<file path="config.mk">
export PLATFORM = sky130hd
export DESIGN_NAME = bchk_seq
export DESIGN_NICKNAME = d
export VERILOG_FILES = /design/src/rtl/bchk_pkg.sv /design/src/rtl/bchk_seq.sv
export SDC_FILE = /design/constraint.sdc
export NUM_CORES = 1
export LEC_CHECK = 0
export BUFFER_PORTS_ARGS = -buffer_cell sky130_fd_sc_hd__buf_4
export CAP_MARGIN = 5
export CORE_MARGIN = 3
export CORE_UTILIZATION = 40
export CTS_CLUSTER_DIAMETER = 50
export DETAILED_ROUTE_END_ITERATION = 6
export GPL_TIMING_DRIVEN = 0
export PLACE_DENSITY = 0.8
export SYNTH_ARGS = -nofsm -noshare
export SYNTH_HDL_FRONTEND = slang
export SYNTH_SLANG_ARGS = --single-unit
</file>
<file path="constraint.sdc">
create_clock -name clk -period 1.4 [get_ports clk]
set_input_delay 0.07 -clock clk [delete_from_list [all_inputs] [get_ports clk]]
set_output_delay 0.07 -clock clk [all_outputs]
set_load 0.005 [all_outputs]
</file>
<file path="src/rtl/bchk_pkg.sv">
package bchk_pkg;
   typedef enum logic [1:0] {
      ST_IDLE  = 2'd0,
      ST_RD_LO = 2'd1,
      ST_RD_HI = 2'd2,
      ST_FIN   = 2'd3
   } bchk_state_e;
endpackage

</file>
<file path="src/rtl/bchk_seq.sv">
module bchk_seq
   import bchk_pkg::*;
#(
   parameter int ADDR_W    = 20,
   parameter int DATA_W    = 16,
   parameter int WORD_STEP = 2
) (
   input  logic              clk,
   input  logic              rst,
   input  logic              start,
   input  logic [ADDR_W-1:0] opnd_addr,
   input  logic [DATA_W-1:0] mem_rdata,
   input  logic              mem_rvalid,
   output logic              accept,
   output logic              mem_rd,
   output logic [ADDR_W-1:0] mem_addr,
   output logic [DATA_W-1:0] lo_q,
   output logic [DATA_W-1:0] hi_q,
   output bchk_state_e       state
);
   localparam logic [ADDR_W-1:0] STEP = ADDR_W'(WORD_STEP);

   logic [ADDR_W-1:0] addr_q;

   assign accept   = start && (state == ST_IDLE);
   assign mem_rd   = (state == ST_RD_LO) || (state == ST_RD_HI);
   assign mem_addr = (state == ST_RD_HI) ? addr_q + STEP : addr_q;

   always_ff @(posedge clk) begin
      if (rst) begin
         state  <= ST_IDLE;
         addr_q <= '0;
         lo_q   <= '0;
         hi_q   <= '0;
      end else begin
         case (state)
            ST_IDLE: begin
               if (accept) begin
                  addr_q <= opnd_addr;
                  state  <= ST_RD_LO;
               end
            end
            ST_RD_LO: begin
               if (mem_rvalid) begin
                  lo_q  <= mem_rdata;
                  state <= ST_RD_HI;
               end
            end
            ST_RD_HI: begin
               if (mem_rvalid) begin
                  hi_q  <= mem_rdata;
                  state <= ST_FIN;
               end
            end
            default: state <= ST_IDLE;
         endcase
      end
   end
endmodule

</file>
# Word-level counts from Yosys, hierarchy flattened
# Index checks and enable logic that the tools add are counted.
[totals] elab_cells=22 reg_bits=54 in_bits=40 output_inout_bits=56
[op_classes] n_addsub=1 n_eq_ne=5 n_reduce_logical=7 muxes=5
[op_table] operator="20-bit by 2-bit adder with 20-bit output (second input constant)" count=1
[op_table] operator="20-bit 2-to-1 mux" count=1
[op_table] operator="2-bit 2-to-1 mux" count=3
[op_table] operator="2-bit inequality test (second input constant)" count=3
[op_table] operator="2-bit one-hot mux with 3 select lines" count=1
[op_table] operator="2-bit AND reduction" count=3
[op_table] operator="3-bit AND reduction" count=1
[op_table] operator="2-bit by 1-bit == test with 1-bit output (second input constant)" count=1
[op_table] operator="2-bit == test (second input constant)" count=1
[op_table] operator="2-bit zero test" count=1
[op_table] operator="1-bit logical AND" count=1
[op_table] operator="1-bit logical OR" count=1

# Longest topological paths before layout
[logic_depth] depth_word=4 ltp_mapped=8

# Worst setup path after synthesis
# No wires, ideal clock.
[synth_timing] path_type="reg2out" start="reg state[0]" end="out mem_addr[16]" path_stages_with_launch=9 setup_slack_ps=-188 t_required_ps=1330 t_arrival_ps=1518 path_cell_list="dfxtp_1 -> inv_1 -> ha_1 -> buf_4 -> and3_1 -> and3_1 -> buf_2 -> nand4_1 -> xnor2_1"
[synth_via] elab_chain_len=2
[synth_lines] element="start: declaration" line_no="bchk_seq.sv:19" source="output bchk_state_e state"
[synth_lines] element="start signal: assignment" line_no="bchk_seq.sv:31" source="state <= ST_IDLE;"
[synth_lines] element="start signal: assignment" line_no="bchk_seq.sv:40" source="state <= ST_RD_LO;"
[synth_lines] element="start signal: assignment" line_no="bchk_seq.sv:46" source="state <= ST_RD_HI;"
[synth_lines] element="2-bit == test" line_no="bchk_seq.sv:27" source="assign mem_addr = (state == ST_RD_HI) ? addr_q + STEP : addr_q;"
[synth_lines] element="20-bit 2-to-1 mux" line_no="bchk_seq.sv:27"
[synth_lines] element="end: declaration" line_no="bchk_seq.sv:16" source="output logic [ADDR_W-1:0] mem_addr,"
# Every way passes these cells.

# Worst setup path in the final report
# Same ends and word-level chain as after synthesis.

==> impl_metrics.env <==
export IMPL_finalSetupViolCount=41
export IMPL_startpoint_type="register"
export IMPL_post_drt_wl_per_cell_um=14.6
export IMPL_globalplace_congestion=0.771
export IMPL_overflow=0
export IMPL_final_setup_tns_ps=-7180
export IMPL_hpwlAfterDp_um=4690
export IMPL_initial_core_util=0.430
export IMPL_grt_max_degree=19
export IMPL_holdCritPathClass="in2reg"
export IMPL_slew_headroom=0.641
export IMPL_finalHoldViolCount=1
export IMPL_cp_arrival_ps=1800
export IMPL_nNetsFinal=475
export IMPL_synth_warnings=0
export IMPL_die_x_um=81.7
export IMPL_cp_end_kind="output port"
export IMPL_first_iter_violations=129
export IMPL_status="complete, but fails checks"
export IMPL_grt_pass1_wl_um=10900
export IMPL_cts_root_buf="clkbuf_8"
export IMPL_syn_nets=343
export IMPL_worst_pin_slew_ps=538
export IMPL_num_io_pins=96
export IMPL_final_area_um2=3800
export IMPL_area_growth_pct=65.8
export IMPL_avgSynthCellArea_um2=7.70
export IMPL_ys_top_cells_by_area="dfxtp_1, nand2_1, a21oi_1"
export IMPL_first_global_vias=2347
export IMPL_critPathKind="reg2out"
export IMPL_rsz0062_at_grt="true"
export IMPL_fin_crit_sh=1.34
export IMPL_drive_above_1_share=0.427
export IMPL_whs_path_depth=3
export IMPL_vias=2518
export IMPL_numCtsBuffers=5
export IMPL_worst_path_largest_cell_delay_ps=370
export IMPL_synth_top_cell_by_area="dfxtp_1"
export IMPL_vdd_ir_drop_max_v=0.000918
export IMPL_antenna_found_initial=0
export IMPL_cp_cell_sequence="inv_4, ha_4, buf_6, and3_4, and3_4, nand4_1, xnor2_1, buf_4"
export IMPL_yosysTopAreaCellShare=0.471
export IMPL_clock_fmax_mhz=534
export IMPL_postSynth_asyncResetShare=0
export IMPL_fp_row_count=26
export IMPL_cts_tree="yes"
export IMPL_cp_max_fo=6
export IMPL_setup_ws_ps=-472
export IMPL_regArea_um2=1100
export IMPL_failed_checks="hold timing, setup timing"
export IMPL_fin_cells=501
export IMPL_cp_required_ps=1330
export IMPL_power_density_nw_per_um2=1450
export IMPL_finalCriticalPeriod_ps=1870
export IMPL_cts_buffer_depth=2
export IMPL_clk_latency_ps=310
export IMPL_clk_pin_slew_worst_paths_ps=100
export IMPL_drc=0
export IMPL_synth_edf_count=0
export IMPL_routed_wl_um=7330
export IMPL_whs_ps=-0.823
export IMPL_drv_cap=0
export IMPL_syn_inst=298
export IMPL_synthFlopType="dfxtp_1"
export IMPL_path_depth=8
export IMPL_critPathSlowestCell="dfxtp_4"
export IMPL_viasPerCell=5.03
export IMPL_fill_cells=404
export IMPL_ys_types=24
export IMPL_core_um2=5340
export IMPL_placedInstanceArea_um2=3130
export IMPL_cts_sinks=54
export IMPL_n_antenna_cell=0
export IMPL_slew_viol_final=0
export IMPL_syn_cell_area_um2=2290
export IMPL_antenna_left=0
export IMPL_cts_max_level=2
export IMPL_skew_ps=9.80
export IMPL_reg2regPathDepth=8
export IMPL_crit_top_cell="and3_4"
export IMPL_die_h_um=81.7
export IMPL_track_usage=0.208
export IMPL_critical_path_top_delay_family="simple AND/OR/NAND/NOR gates"
export IMPL_p_leak_nw=1.67
export IMPL_seq_area_frac_synth=0.471
export IMPL_multi_input_area_um2=1320
export IMPL_ys_seq_elements=54
export IMPL_dr_pass1_iters=4
export IMPL_place_inst=462
export IMPL_power_mw=5.53
export IMPL_portBuffers=94
export IMPL_die_area_um2=6680
export IMPL_path_buf_inv=3
[final cells by class]
cell class	count	share of cell area
Buffer	15	0.0349
Clock buffer	5	0.0181
Clock inverter	3	0.00658
Inverter	4	0.00789
Multi-Input combinational cell	220	0.346
Sequential cell	54	0.290
Tap cell	70	0.0230
Timing Repair Buffer	130	0.274
[stage by stage]
stage                      util  setup WS, ps
after CTS                 0.678          -458
final                     0.713          -472
after global placement    0.587          -247
after global routing      0.713          -541
after detailed placement  0.587          -276
after floorplan               -         -41.8
[per-layer routing]
| layer | GRT usage | up-vias | share of wire |
|---|---|---|---|
| li1 | - | 1230 | - |
| met1 | 0.247 | 1189 | 0.40 |
| met2 | 0.372 | 91 | 0.51 |
| met3 | 0.0504 | 8 | 0.076 |
| met4 | 0.0548 | 0 | 0.012 |
| met5 | 0 | - | 0 |
[cells by family after synthesis]
| logic type | count (synthesis) | synth area share |
|---|---|---|
| flip-flops | 54 | 0.471 |
| buffers and inverters | 24 | 0.0458 |
| AO/OA/AOI/OAI | 54 | 0.118 |
| AND/OR/NAND/NOR | 141 | 0.256 |
| adder cells (fa/ha/maj) | 5 | 0.0273 |
| multiplexers | 2 | 0.00927 |
| XOR/XNOR | 18 | 0.0720 |
[worst paths after layout]
check	startpoint	endpoint	slack, ps
setup reg to reg	state[0]	state[0]	-220
hold / removal	opnd_addr[15]	addr_q[15]	-0.8
setup / recovery	state[0]	mem_addr[16]	-470
hold reg to reg	hi_q[1]	hi_q[1]	460
[cells in the mapped netlist, drive strengths merged (2+ instances only)]
cell type,instances
a21oi,53
and2,2
and3,4
and4,2
buf,6
clkbuf,14
dfxtp,54
ha,5
inv,4
nand2,115
nand3,5
nand4,7
nor2,4
xnor2,16
xor2,2
[report_power, final]
part           total, mW  switching (mW)  internal [mW]
clock network      0.916           0.553          0.363
registers           2.05           0.237           1.81
logic               2.56            1.15           1.41
[worst min-delay path: cells and delay by family]
kind            cells  cell delay, ps
simple gates        1              40
buf+inv             1             110
compound gates      1              40
[placed cells by master (no fill, tap or decap), types with 2 or more instances in the layout]
cell type / count
and2_4: 2
dfxtp_2: 6
a21oi_2: 3
nor2_1: 3
dlygate4sd3_1: 14
nand2_4: 6
xnor2_1: 12
nand2_1: 103
a21oi_1: 50
ha_4: 3
inv_4: 2
buf_4: 109
nand2_2: 6
nand4_1: 7
dfxtp_4: 4
xnor2_2: 4
buf_6: 13
dfxtp_1: 44
and4_1: 2
clkbuf_1: 6
inv_6: 3
nand3_1: 4
clkbuf_8: 6
and3_4: 4
[flip-flops by register name, summed over array words and instances (netlist names)]
signal	flops
hi_q	16
addr_q	20
lo_q	16
state	2
[repair_timing]
action	in CTS	in global routing
pin swaps	11	17
gates cloned	1	1
endpoints found under the hold margin	14	1
hold buffers	13	1
gates resized for setup	64	33
setup buffers	9	16
endpoints found under the setup margin	61	52
Note: power is estimated with default switching activity, not from simulation.
